===== src/rtl/irqf_pkg.sv =====
package irqf_pkg;

  localparam int IRQF_W     = 16;
  localparam int IRQF_LANES = 2;
  localparam int IRQF_LANEW = IRQF_W / IRQF_LANES;
  localparam int IRQF_IDW   = $clog2(IRQF_W);

  // Bits 0..6 and 13..15 carry sources; the rest are not implemented.
  localparam logic [IRQF_W-1:0] IRQF_VALID = 16'hE07F;

  typedef enum logic {
    REG_FLAGS  = 1'b0,
    REG_ENABLE = 1'b1
  } irqf_sel_e;

  // Expand the byte strobes into a per-bit write mask.
  function automatic logic [IRQF_W-1:0] lane_mask(input logic [IRQF_LANES-1:0] be);
    logic [IRQF_W-1:0] m;
    m = '0;
    for (int l = 0; l < IRQF_LANES; l++) begin
      for (int b = 0; b < IRQF_LANEW; b++) begin
        m[l*IRQF_LANEW + b] = be[l];
      end
    end
    return m;
  endfunction

  // Take the new data where the mask is set and keep the old value elsewhere.
  function automatic logic [IRQF_W-1:0] merge_write(input logic [IRQF_W-1:0] old_v,
                                                    input logic [IRQF_W-1:0] new_v,
                                                    input logic [IRQF_W-1:0] mask);
    return (old_v & ~mask) | (new_v & mask);
  endfunction

  // Keep only the lowest set bit.
  function automatic logic [IRQF_W-1:0] isolate_lowest(input logic [IRQF_W-1:0] v);
    return v & (~v + 1'b1);
  endfunction

  // Turn a one-hot vector into its bit index.
  function automatic logic [IRQF_IDW-1:0] onehot_index(input logic [IRQF_W-1:0] oh);
    logic [IRQF_IDW-1:0] idx;
    idx = '0;
    for (int i = 0; i < IRQF_W; i++) begin
      if (oh[i]) idx = idx | IRQF_IDW'(i);
    end
    return idx;
  endfunction

endpackage


===== src/rtl/irqf_flag_bank.sv =====
module irqf_flag_bank
  import irqf_pkg::*;
#(
  parameter logic [IRQF_W-1:0] VALID = IRQF_VALID
) (
  input  logic              clk,
  input  logic              rst_n,
  input  logic [IRQF_W-1:0] evt,
  input  logic              wr,
  input  logic [IRQF_W-1:0] wmask,
  input  logic [IRQF_W-1:0] wdata,
  input  logic [IRQF_W-1:0] ack_clr,
  output logic [IRQF_W-1:0] flag_q
);

  logic [IRQF_W-1:0] after_wr;
  logic [IRQF_W-1:0] after_ack;
  logic [IRQF_W-1:0] flag_d;

  // The software write is applied first, then the accept clear.
  // Events are ORed in last, so they take priority over both clears.
  always_comb begin
    after_wr  = wr ? merge_write(flag_q, wdata, wmask) : flag_q;
    after_ack = after_wr & ~ack_clr;
    flag_d    = (after_ack | evt) & VALID;
  end

  generate
    for (genvar i = 0; i < IRQF_W; i++) begin : g_bit
      if (VALID[i]) begin : g_impl
        always_ff @(posedge clk or negedge rst_n) begin
          if (!rst_n) flag_q[i] <= 1'b0;
          else        flag_q[i] <= flag_d[i];
        end
      end else begin : g_tie
        assign flag_q[i] = 1'b0;
      end
    end
  endgenerate

endmodule


===== src/rtl/irqf_en_bank.sv =====
module irqf_en_bank
  import irqf_pkg::*;
#(
  parameter logic [IRQF_W-1:0] VALID = IRQF_VALID
) (
  input  logic              clk,
  input  logic              rst_n,
  input  logic              wr,
  input  logic [IRQF_W-1:0] wmask,
  input  logic [IRQF_W-1:0] wdata,
  output logic [IRQF_W-1:0] en_q
);

  logic [IRQF_W-1:0] en_d;

  always_comb begin
    en_d = wr ? merge_write(en_q, wdata, wmask) : en_q;
    en_d = en_d & VALID;
  end

  generate
    for (genvar i = 0; i < IRQF_W; i++) begin : g_bit
      if (VALID[i]) begin : g_impl
        always_ff @(posedge clk or negedge rst_n) begin
          if (!rst_n) en_q[i] <= 1'b0;
          else        en_q[i] <= en_d[i];
        end
      end else begin : g_tie
        assign en_q[i] = 1'b0;
      end
    end
  endgenerate

endmodule


===== src/rtl/irqf_pick.sv =====
module irqf_pick
  import irqf_pkg::*;
(
  input  logic [IRQF_W-1:0]   pending,
  output logic                any,
  output logic [IRQF_W-1:0]   grant,
  output logic [IRQF_IDW-1:0] id
);

  always_comb begin
    any   = |pending;
    grant = isolate_lowest(pending);
    id    = onehot_index(grant);
  end

endmodule


===== src/rtl/irq_flag_bank.sv =====
module irq_flag_bank
  import irqf_pkg::*;
#(
  parameter logic [IRQF_W-1:0] VALID_MASK = IRQF_VALID
) (
  input  logic                clk,
  input  logic                rst_n,
  input  logic [IRQF_W-1:0]   evt_i,
  input  logic                bus_wr,
  input  logic                bus_sel,
  input  logic [1:0]          bus_be,
  input  logic [IRQF_W-1:0]   bus_wdata,
  output logic [IRQF_W-1:0]   bus_rdata,
  input  logic                mie_i,
  input  logic                cpu_ack_i,
  output logic                cpu_irq_o,
  output logic [IRQF_IDW-1:0] src_id_o
);

  // Named internal events, brought out for the checker.
  logic [IRQF_W-1:0] lane_bits;
  logic              wr_flag;
  logic              wr_en;
  logic [IRQF_W-1:0] flag_q;
  logic [IRQF_W-1:0] en_q;
  logic [IRQF_W-1:0] pending;
  logic [IRQF_W-1:0] grant;
  logic              any_pending;
  logic              ack_take;
  logic [IRQF_W-1:0] ack_clr;

  assign lane_bits = lane_mask(bus_be);
  assign wr_flag   = bus_wr && (irqf_sel_e'(bus_sel) == REG_FLAGS);
  assign wr_en     = bus_wr && (irqf_sel_e'(bus_sel) == REG_ENABLE);

  irqf_flag_bank #(.VALID(VALID_MASK)) u_flags (
    .clk     (clk),
    .rst_n   (rst_n),
    .evt     (evt_i),
    .wr      (wr_flag),
    .wmask   (lane_bits),
    .wdata   (bus_wdata),
    .ack_clr (ack_clr),
    .flag_q  (flag_q)
  );

  irqf_en_bank #(.VALID(VALID_MASK)) u_enables (
    .clk   (clk),
    .rst_n (rst_n),
    .wr    (wr_en),
    .wmask (lane_bits),
    .wdata (bus_wdata),
    .en_q  (en_q)
  );

  assign pending = flag_q & en_q;

  irqf_pick u_pick (
    .pending (pending),
    .any     (any_pending),
    .grant   (grant),
    .id      (src_id_o)
  );

  // The per-source enable is applied first, then the master enable.
  assign cpu_irq_o = any_pending && mie_i;
  assign ack_take  = cpu_ack_i && cpu_irq_o;
  assign ack_clr   = ack_take ? grant : '0;

  assign bus_rdata = (irqf_sel_e'(bus_sel) == REG_ENABLE) ? en_q : flag_q;

endmodule


===== config.mk =====
export PLATFORM = sky130hd
export DESIGN_NAME = irq_flag_bank
export DESIGN_NICKNAME = d
export VERILOG_FILES = /design/src/rtl/irqf_pkg.sv /design/src/rtl/irqf_flag_bank.sv /design/src/rtl/irqf_en_bank.sv /design/src/rtl/irqf_pick.sv /design/src/rtl/irq_flag_bank.sv
export SDC_FILE = /design/constraint.sdc
export NUM_CORES = 1
export LEC_CHECK = 0
export ABC_AREA = 1
export BUFFER_PORTS_ARGS = -buffer_cell sky130_fd_sc_hd__buf_2
export CAP_MARGIN = 20
export CORE_MARGIN = 2
export CORE_UTILIZATION = 45
export DETAILED_ROUTE_END_ITERATION = 8
export PLACE_DENSITY_LB_ADDON = 0.25
export SLEW_MARGIN = 20
export SYNTH_ARGS = -nofsm -noshare
export SYNTH_HDL_FRONTEND = slang
export SYNTH_SLANG_ARGS = --single-unit
export TNS_END_PERCENT = 50

===== constraint.sdc =====
create_clock -name clk -period 3.7 [get_ports clk]
set_clock_uncertainty 0.15 [all_clocks]
set_input_delay 0.555 -clock clk [delete_from_list [all_inputs] [get_ports clk]]
set_output_delay 0.555 -clock clk [all_outputs]
set_load 0.02 [all_outputs]

; ---- Word level (Yosys, flattened, before mapping)
; Index checks and enable logic that the tools add are counted.
[classes]
addsub = 1
n_mux = 18
bitwise = 13
reduce_logical = 5
[ops]
columns = operator, n
row1 = bitwise AND 16 bit, 6
row2 = 2-to-1 mux 16 bit, 3
row3 = inverter 16 bit, 3
row4 = bitwise OR 16 bit, 3
row5 = 2-to-1 mux 4 bit, 8
row6 = adder 16 x 1 -> 16 bit (second input constant), 1
row7 = OR reduction 16 bit, 1
row8 = 2-to-1 mux 3 bit, 4
row9 = logical AND 1 bit, 4
row10 = 2-to-1 mux 2 bit, 2
row11 = 2-to-1 mux 1 bit, 1
row12 = inverter 1 bit, 1
[word_totals]
reg_bits = 20
in_bits = 40

; ---- Depth between registers and ports, before layout
; Gate-level depths: netlist of the first run.
[logic_depth]
depth_word = 19
mapped_depth = 9

; ---- Modules after synthesis
; A second synthesis of the first run with hierarchy kept.
[unflattened]
hier_cells = 400
area_unflattened_um2 = 2218.4
[modules_own_cells]
columns = module, instances, cells_each, area_per_inst_um2, seq_area_each_um2
row1 = irqf_flag_bank, 1, 109, 680.7, 250.2
row2 = irqf_pick, 1, 109, 539.3, 0.0
row3 = irq_flag_bank, 1, 123, 514.2, 0.0
row4 = irqf_en_bank, 1, 59, 484.2, 250.2

; ---- Worst setup path before layout of the first run
; Ideal clock, no wire load.
[synth_timing]
path_type = reg-to-output
start = register u_flags.flag_q[1]
end = output port src_id_o[1]
t_arrival_ps = 1163
slack_ps = 1832
stages_incl_launch_ff = 10
cell_sequence = dfrtp_1 > nand2_2 > nand2_4 > nor2_8 > nand2_2 > nor2_2 > inv_2 > nand2_2 > inv_2 > nand3b_1
[synth_via]
elab_chain_len = 18
[synth_lines]
columns = item, line_no
row1 = from (decl), irqf_flag_bank.sv:13  ; output logic [IRQF_W-1:0] flag_q
row2 = "from (signal, indexed assignment)", irqf_flag_bank.sv:33  ; else flag_q[i] <= flag_d[i];
row3 = bitwise AND 16 bit (*), irq_flag_bank.sv:56  ; assign pending = flag_q & en_q;
row4 = inverter 16 bit (*), irqf_pkg.sv:37  ; return v & (~v + 1'b1);
row5 = adder 16 x 1 -> 16 bit (*), irqf_pkg.sv:37
row6 = bitwise AND 16 bit (*), irqf_pkg.sv:37
row7 = 2-to-1 mux 2 bit (2 in a row), irqf_pkg.sv:45  ; if (oh[i]) idx = idx | IRQF_IDW'(i);
row8 = 2-to-1 mux 3 bit (4 in a row), irqf_pkg.sv:45
row9 = 2-to-1 mux 4 bit (7 in a row), irqf_pkg.sv:45
row10 = 2-to-1 mux 4 bit (*), irqf_pkg.sv:45
row11 = to (decl), irq_flag_bank.sv:17  ; output logic [IRQF_IDW-1:0] src_id_o
; Every way passes the cells marked *; elsewhere a longest branch is shown, timed or not.

==> run summary, run 1 <==
Root Driver: clkbuf_4
die height: 59.7 um
Post-Synthesis Cells: 190
status: completed
vias in the first global route: 1,176
worst-path maximum fanout: 4
first-pass GRT wire length: 4.89 mm
initial DRC count: 65
max incr delay on CP: 410 ps
area share of the largest cell type after synthesis: 0.359
Post-Synth Simple-Gate Area: 0.341
clock tree from TritonCTS: built
most common cell after layout, fill and taps aside: nand2_1
crit path kind: reg2out
Sw Pwr: 247 uW
Sink Count: 20
leading area contributor after synthesis: dfrtp_1
clock slew at reported path FFs: 120 ps
post-CTS sizing: 0
area grow syn2layout: 16.8%
Post-Synth Adder-Cell Area: 0
RSZ-0062 raised after global routing: false
Synth Register Bits: 20
final period utilization: 0.643
initial antenna violation count: 0
CP Data Arrival Time: 1670 ps
clock tree buffer depth: 2
Routed Antenna Nets: 0
Worst VDD drop: 0.251 mV
H-Tree Level Count: 1
worst-skew pair later-pin latency: 310 ps
synth top area cells: dfrtp_1, nand2_1, mux2_2
worst min path class: in2async
R2R depth: 8
post-DP HPWL: 2.18 mm
Detailed Route WL: 2.86 mm
router iterations before antenna repair: 4
sequential share of power: 0.382
WL per Instance: 10.9 um
Setup violations, final: 0
Final Util: 0.542
I/O pin count: 61
power density cells: 425 nW/um2
most frequent cells in the layout: nand2_1, buf_2, inv_1
Final Critical Period: 2380 ps
Slew Viols, Final: 0
slowest stage cell, crit path: dfrtp_1
Leakage Power: 0.000924 uW
Mapped Avg Cell Area: 7.34 um2
CP required: 2990 ps
Starting Density: 0.464
clock network power share: 0.260
ANT cells: 0
proportion of synthesized area in mux cells: 0.0808
Die X: 59.7 um
R2R setup slack: 2220 ps
Pint: 445 uW
largest net degree at the start of global routing: 21
final hold vios: 0
Worst Setup Start Kind: register
DRC errors left: 0
Synth Area in Compound Gates: 0.0718
GP Congestion: 0.820
FP Rows: 20
Placeable Area: 3000 um2
Hold WS: 22.4 ps
Remaining Overflow, GRT: 0
xor/xnor share of the synthesized area: 0
Final #Nets: 270
Comb pwr share: 0.357
via count: 1,254
# hold bufs at CTS: 0
r2r endpoint: u_flags.flag_q[5]
Ys Warns: 0
maxcap violations: 0
share of layout cells above drive strength 1: 0.328
main combinational cell family by area after synthesis: simple AND/OR/NAND/NOR gates
IO buf count: 42
GRT Overall Usage: 0.181
post-CTS setup repair buffer count: 0
synth unique cells: 23
register area share after synthesis: 0.359
Max Fclk: 0.420 GHz
die footprint: 3560 um2
vias per std cell: 4.79
Net Sw Frac: 0.357
CTS Buf Count: 3
setup TNS: 0 ps
Worst Setup End Kind: output port
worst path cell trace: nand2_1, nand2_2, nor2_8, nand2_1, nor2_1, inv_1, nand2_2, inv_2, nand3b_1, buf_2
synthesized area: 1390 um2
==> per-stage QoR <==
stage / instance area, um2 / setup slack [ps] / total power (uW) / cells
floorplan: 1410 / 1830 / 454 / 195
global placement: 1580 / 1610 / 514 / 258
detailed placement: 1580 / 1620 / 515 / 258
CTS: 1630 / 1300 / 699 / 262
global route: 1630 / 1160 / 742 / 262
finish: 1630 / 1320 / 691 / 262
==> power groups by stage <==
| stage | Clock, uW | Combinational (uW) | Sequential, uW |
|---|---|---|---|
| 2_1_floorplan | 0 | 190 | 264 |
| 3_3_place_gp | 0 | 246 | 268 |
| 3_5_place_dp | 0 | 247 | 269 |
| 4_1_cts | 186 | 249 | 264 |
| 5_1_grt | 197 | 276 | 268 |
| 6_report | 180 | 247 | 264 |
==> cells by family (layout without fill, tap and decap cells) <==
group	count (synthesis)	in the layout
other cells	1	6
mux	10	10
buf+inv	42	76
simple gates	97	97
compound gates	20	20
flops	20	20
==> critical path, delay by kind of cell (launching register included) <==
| family | cells | cell delay [ps] |
|---|---|---|
| buf+inv | 3 | 270 |
| flops | 1 | 410 |
| simple gates | 7 | 680 |
==> how the worst max path moves through the flow <==
stage	to	from	slack (ps)	cells after the start
2_1_floorplan	src_id_o[1]	u_flags.flag_q[1]	1830	9
3_3_place_gp	bus_rdata[5]	bus_sel	1610	3
3_5_place_dp	bus_rdata[2]	bus_sel	1620	3
4_1_cts	src_id_o[1]	register	1300	10
5_1_grt	src_id_o[1]	u_flags.flag_q[4]	1160	10
6_report	src_id_o[1]	register	1320	10
==> final cells by class <==
type / instances / area (um2)
fill: 310 / 1380
tap: 33 / 41.3
clock inverter: 1 / 30.0
multi-input combinational: 133 / 711
sequential: 20 / 500
clock buffer: 3 / 22.5
inverter: 30 / 113
timing repair buffer: 42 / 210
==> synth_stat cells <==
cell	number
nor2_8	1
inv_2	3
buf_2	2
nand2_2	9
nor3_1	1
nand3_1	5
nand3_2	1
nand4_1	11
nand2_1	52
nand2_4	1
nor2_2	3
clkbuf_1	1
mux2_2	10
o21ai_1	1
dfrtp_1	20
buf_4	7
conb_1	1
nor3b_2	1
inv_1	27
o21ai_0	19
buf_6	2
nor2_1	10
nand3b_1	2
==> per-layer routing <==
| metal | track usage | part of all wire | vias up |
|---|---|---|---|
| met3 | 0.0455 | 0.059 | 2 |
| met2 | 0.293 | 0.46 | 39 |
| met5 | 0 | 0 | - |
| li1 | - | - | 669 |
| met4 | 0.0508 | 0.0066 | 0 |
| met1 | 0.238 | 0.47 | 544 |
(Power assumes the default switching activity.)
==> inputs of run 2 (changes only) <==
Clock period 3.7 ns to 2.2 ns, I/O delays scaled along.
==> run 2 against run 1 <==
  * Sequential power grew 69%
  * Utilization grew 1.5 points
  * Die area is the same
  * Sequential share of layout area shrank 0.85 points
  * Clock power grew 21%
  * Largest cell class unchanged
  * Global-route usage shrank 0.16 points
  * Total power grew 60%
  * Non-clock buffer count grew 4
  * Via count grew 2.6%
  * Register-to-register slack lost 1500 ps
  * Routed wire length grew 2.9%
  * Critical path depth is the same
==> run summary, run 2 (synthesis results as in run 1) <==
WL per Instance: 11.1 um (+1.4%)
vias per std cell: 4.83 (+1.0%)
status: completed
clock tree from TritonCTS: built
Slew Viols, Final: 0 (unchanged)
Die X: 59.7 um (unchanged)
maxcap violations: 0 (unchanged)
delay-heaviest family, CP: simple AND/OR/NAND/NOR gates
router iterations before antenna repair: 4 (unchanged)
area grow syn2layout: 20.1%
RSZ-0062 raised after global routing: false
Leakage Power: 0.000936 uW (+1.4%)
Routed Antenna Nets: 0 (unchanged)
first-pass GRT wire length: 4.87 mm (-0.29%)
worst path cell trace: nand2_2, nand2_4, nor2_8, nand2_2, nor2_4, inv_2, nand2_2, inv_2, nand3b_1, buf_4
Sw Pwr: 425 uW (+72%)
sequential share of power: 0.404 (+0.022)
H-Tree Level Count: 1 (unchanged)
Remaining Overflow, GRT: 0 (unchanged)
Setup violations, final: 0 (unchanged)
Worst VDD drop: 0.325 mV (+30%)
Sink Count: 20 (unchanged)
Comb pwr share: 0.401 (+0.044)
WP buf/inv: 3 (unchanged)
initial antenna violation count: 0 (unchanged)
Worst path most repeated cell: nand2_2
Final Critical Period: 2090 ps
setup TNS: 0 ps (unchanged)
CTS Buf Count: 3 (unchanged)
die height: 59.7 um (unchanged)
post-DP HPWL: 2.22 mm (+1.9%)
number of fill cells: 330 (+6.5%)
clock tree buffer depth: 2 (unchanged)
Max Fclk: 0.478 GHz
Worst Setup End Kind: output port
largest net degree at the start of global routing: 21 (unchanged)
DRC errors left: 0 (unchanged)
Detailed Route WL: 2.95 mm (+2.9%)
initial DRC count: 43 (-34%)
worst-skew pair later-pin latency: 300 ps (about the same)
IO buf count: 42 (unchanged)
GRT Overall Usage: 0.179 (-0.00156)
Worst Setup Start Kind: register
Pint: 684 uW (+54%)
final period utilization: 0.950
max incr delay on CP: 420 ps (about the same)
crit path kind: reg2out
vias in the first global route: 1,176 (unchanged)
Root Driver: clkbuf_4
Net Sw Frac: 0.383 (+0.0262)
most frequent cells in the layout: nand2_1, buf_2, inv_1
Final #Nets: 274 (+1.5%)
worst min path class: in2reg
share of layout cells above drive strength 1: 0.361 (+0.0330)
Final Util: 0.558 (+0.0154)
Placeable Area: 3000 um2 (unchanged)
slowest stage cell, crit path: dfrtp_1
CP required: 1720 ps (-1270 ps)
power density cells: 662 nW/um2 (+56%)
worst-path maximum fanout: 4 (unchanged)
via count: 1,286 (+2.6%)
most common cell after layout, fill and taps aside: nand2_1
CP Data Arrival Time: 1610 ps (-60 ps)
Starting Density: 0.464 (unchanged)
die footprint: 3560 um2 (unchanged)
I/O pin count: 61 (unchanged)
ANT cells: 0 (unchanged)
final hold vios: 0 (unchanged)
clock network power share: 0.196 (-0.064)
GP Congestion: 0.858 (+4.5%)
FP Rows: 20 (unchanged)
clock slew at reported path FFs: 110 ps (about the same)
==> run 2: cell types whose count changed in the layout (fill, tap and decap cells not counted) <==
cell,before,now
dlygate4sd3_1,0,1
clkbuf_8,0,1
nor2_1,10,7
nor2_2,3,4
nand2_1,52,49
bufinv_16,1,0
buf_4,0,5
nand2_2,9,12
nor2_4,0,2
buf_2,42,40
==> run 2: per-layer routing <==
layer | part of all wire | track usage | vias to the layer above
met1 | 0.47 | 0.231 | 578
met2 | 0.47 | 0.304 | 33
met4 | 0.011 | 0.0667 | 0
met3 | 0.046 | 0.0238 | 4
met5 | 0 | 0 | -
li1 | - | - | 671
==> run 2: power groups by stage <==
stage	Sequential (uW)	Clock, uW	Combinational, uW
floorplan	444	0	320
global placement	451	0	416
detailed placement	452	0	417
CTS	445	225	421
global route	453	241	496
finish	447	217	444
==> run 2: repair_timing <==
item / 4_1_cts / 5_1_grt
hold endpoints to repair: 20 / 0
setup endpoints to repair: 0 / 4
resized for setup: 0 / 10
buffers inserted: 0 / 2
hold buffers: 1 / 0
==> run 2: layout make-up <==
| class | instances | area [um2] | share of cell area |
|---|---|---|---|
| Clock buffer | 4 | 36.3 | 0.0217 |
| Multi-Input combinational cell | 133 | 736 | 0.439 |
| Tap cell | 33 | 41.3 | 0.0247 |
| Timing Repair Buffer | 46 | 248 | 0.148 |
| Sequential cell | 20 | 500 | 0.299 |
| Inverter | 30 | 113 | 0.0673 |
==> run 2: per-stage QoR <==
| stage | hold slack, ps | total power [uW] | setup slack [ps] | instances | instance area [um2] |
|---|---|---|---|---|---|
| after floorplan | -116 | 764 | 557 | 195 | 1410 |
| after global placement | 157 | 867 | 397 | 259 | 1580 |
| after detailed placement | 160 | 869 | 411 | 259 | 1580 |
| after CTS | 42.2 | 1090 | 56.0 | 264 | 1630 |
| after global routing | 37.7 | 1190 | 2.71 | 266 | 1670 |
| final | 50.5 | 1110 | 109 | 266 | 1670 |
==> run 2: worst paths after layout <==
check	startpoint	cells past startpoint	slack [ps]	end
setup / recovery	u_flags.flag_q[1]	10	110	src_id_o[2]
hold / removal	evt_i[5]	3	50	u_flags.flag_q[5]
setup reg to reg	u_flags.flag_q[1]	8	760	u_flags.flag_q[5]
hold reg to reg	register	2	380	register
max in group asynchronous	rst_n	2	1230	async pin
min in group asynchronous	rst_n	2	350	async pin
==> run 2: worst register-to-register path: cells and delay by family, from the launching register on <==
kind          cells  cell delay, ps
simple gates      7             720
buf+inv           1              60
flops             1             420
==> inputs of run 3 (changes only) <==
Settings changed: GPL_TIMING_DRIVEN set to 0, RECOVER_POWER set to 100.
==> run 3 against run 2 <==
  * Total power is 2.0% lower
  * Flip-flop and latch count stayed put
  * Sequential share of layout area fell by 1.2 points
  * Clock power down 22%
  * Critical path type unchanged
  * Critical endpoint is now src_id_o[1]
  * Largest cell class unchanged
==> run summary, run 3 (synthesis results as in run 1) <==
status: completed
clock tree buffer depth: 2 (unchanged)
WP buf/inv: 3 (unchanged)
Starting Density: 0.464 (unchanged)
I/O pin count: 61 (unchanged)
Leakage Power: 0.000977 uW (+4.3%)
worst path cell trace: nand2_2, nand2_4, nor2_8, nand2_2, nor2_2, inv_2, nand2_2, inv_2, nand3b_1, buf_4
total power draw: 1090 uW (-2.0%)
area grow syn2layout: 25.0%
final period utilization: 0.955 (+0.00475)
Worst path most repeated cell: nand2_2
RSZ-0062 raised after global routing: true
Sink Count: 20 (unchanged)
CTS Buf Count: 3 (unchanged)
largest net degree at the start of global routing: 21 (unchanged)
crit path kind: reg2out
share of layout cells above drive strength 1: 0.366 (+0.00574)
delay-heaviest family, CP: simple AND/OR/NAND/NOR gates
WL per Instance: 11.1 um (about the same)
vias in the first global route: 1,243 (+5.7%)
slowest stage cell, crit path: dfrtp_1
final hold vios: 0 (unchanged)
post-DP HPWL: 2.39 mm (+7.5%)
clock slew at reported path FFs: 110 ps (about the same)
Pint: 665 uW (-2.7%)
sequential share of power: 0.411 (+0.007)
most common cell after layout, fill and taps aside: nand2_1
Final #Nets: 285 (+4.0%)
CP Data Arrival Time: 1620 ps (about the same)
worst-skew pair later-pin latency: 300 ps (about the same)
Root Driver: clkbuf_4
Sw Pwr: 421 uW (-0.92%)
max incr delay on CP: 420 ps (about the same)
Setup violations, final: 0 (unchanged)
Worst Setup End Kind: output port
Worst Setup Start Kind: register
ANT cells: 0 (unchanged)
die height: 59.7 um (unchanged)
H-Tree Level Count: 1 (unchanged)
vias per std cell: 4.76 (-1.4%)
Max Fclk: 0.476 GHz (-0.50%)
maxcap violations: 0 (unchanged)
clock tree from TritonCTS: built
CP required: 1720 ps (about the same)
router iterations before antenna repair: 4 (unchanged)
setup TNS: 0 ps (unchanged)
initial DRC count: 45 (+4.7%)
worst min path class: in2reg
Routed Antenna Nets: 0 (unchanged)
GRT Overall Usage: 0.187 (+0.00801)
GP Congestion: 0.840 (-2.1%)
Finished Layout Cells: 276 (+3.8%)
worst slew pin tran: 1090 ps
Worst VDD drop: 0.297 mV (-8.7%)
number of fill cells: 311 (-5.8%)
via count: 1,315 (+2.3%)
Remaining Overflow, GRT: 0 (unchanged)
first-pass GRT wire length: 5.11 mm (+4.8%)
FP Rows: 20 (unchanged)
Slew Viols, Final: 0 (unchanged)
Final Critical Period: 2100 ps (+10.5 ps)
Placeable Area: 3000 um2 (unchanged)
power density cells: 624 nW/um2 (-5.8%)
Comb pwr share: 0.432 (+0.031)
initial antenna violation count: 0 (unchanged)
clock network power share: 0.156 (-0.040)
IO buf count: 41 (-2.4%)
Die X: 59.7 um (unchanged)
most frequent cells in the layout: nand2_1, buf_2, inv_1
Hold WS: 52.5 ps (+2.05 ps)
die footprint: 3560 um2 (unchanged)
Net Sw Frac: 0.387 (+0.00420)
worst-path maximum fanout: 4 (unchanged)
DRC errors left: 0 (unchanged)
Cell Count Post-Placement: 269 (+3.9%)
Final WS setup: 98.8 ps (-10.5 ps)
Max-slew headroom: 0.272
pre-CTS WS: 395 ps (-16.2 ps)
Detailed Route WL: 3.06 mm (+3.7%)
run 3: metal layers:
| metal | up-vias | global-route usage | routed length, um |
|---|---|---|---|
| met5 | - | 0 | 0 |
| met4 | 0 | 0.0667 | 57 |
| met3 | 8 | 0.0238 | 144 |
| met2 | 36 | 0.329 | 1400 |
| met1 | 575 | 0.233 | 1460 |
| li1 | 696 | - | - |
run 3: through the flow:
step / util / instance area, um2
6_report: 0.580 / 1740
3_3_place_gp: 0.553 / 1660
4_1_cts: 0.563 / 1690
2_1_floorplan: - / 1410
3_5_place_dp: 0.553 / 1660
5_1_grt: 0.580 / 1740
run 3: final timing paths:
check	from	end	slack (ps)	cells after the start
max	u_flags.flag_q[3]	src_id_o[1]	100	10
min	evt_i[5]	u_flags.flag_q[5]	50	3
max reg2reg	u_flags.flag_q[3]	u_flags.flag_q[5]	750	8
min reg2reg	register	register	370	2
max in group asynchronous	rst_n	u_flags.flag_q[1]	650	2
min in group asynchronous	rst_n	async pin	600	2
run 3: timing repair:
item | in CTS | in global routing
hold buffers | 1 | 0
gates resized for setup | 0 | 11
setup endpoints to repair | 0 | 4
endpoints found under the hold margin | 20 | 0
buffers inserted | 0 | 3
run 3: worst reg2reg max path, delay by kind of cell, from the launching register on:
kind | cells | cell delay, ps
buffers and inverters | 1 | 70
and+or+nand+nor | 7 | 710
DFF | 1 | 420
run 3: final cells by class:
cell class / count / area, um2 / area share
Timing Repair Buffer: 45 / 246 / 0.142
Sequential cell: 20 / 500 / 0.287
Tap cell: 33 / 41.3 / 0.0237
Clock buffer: 3 / 22.5 / 0.0129
Inverter: 30 / 113 / 0.0647
Multi-Input combinational cell: 133 / 733 / 0.421
Buffer: 12 / 85.1 / 0.0489
run 3: power groups by stage:
stage	Clock [uW]	Combinational, uW	Sequential, uW
finish	170	470	447
global route	192	520	453
CTS	179	436	445
detailed placement	0	432	453
global placement	0	430	450
floorplan	0	320	444
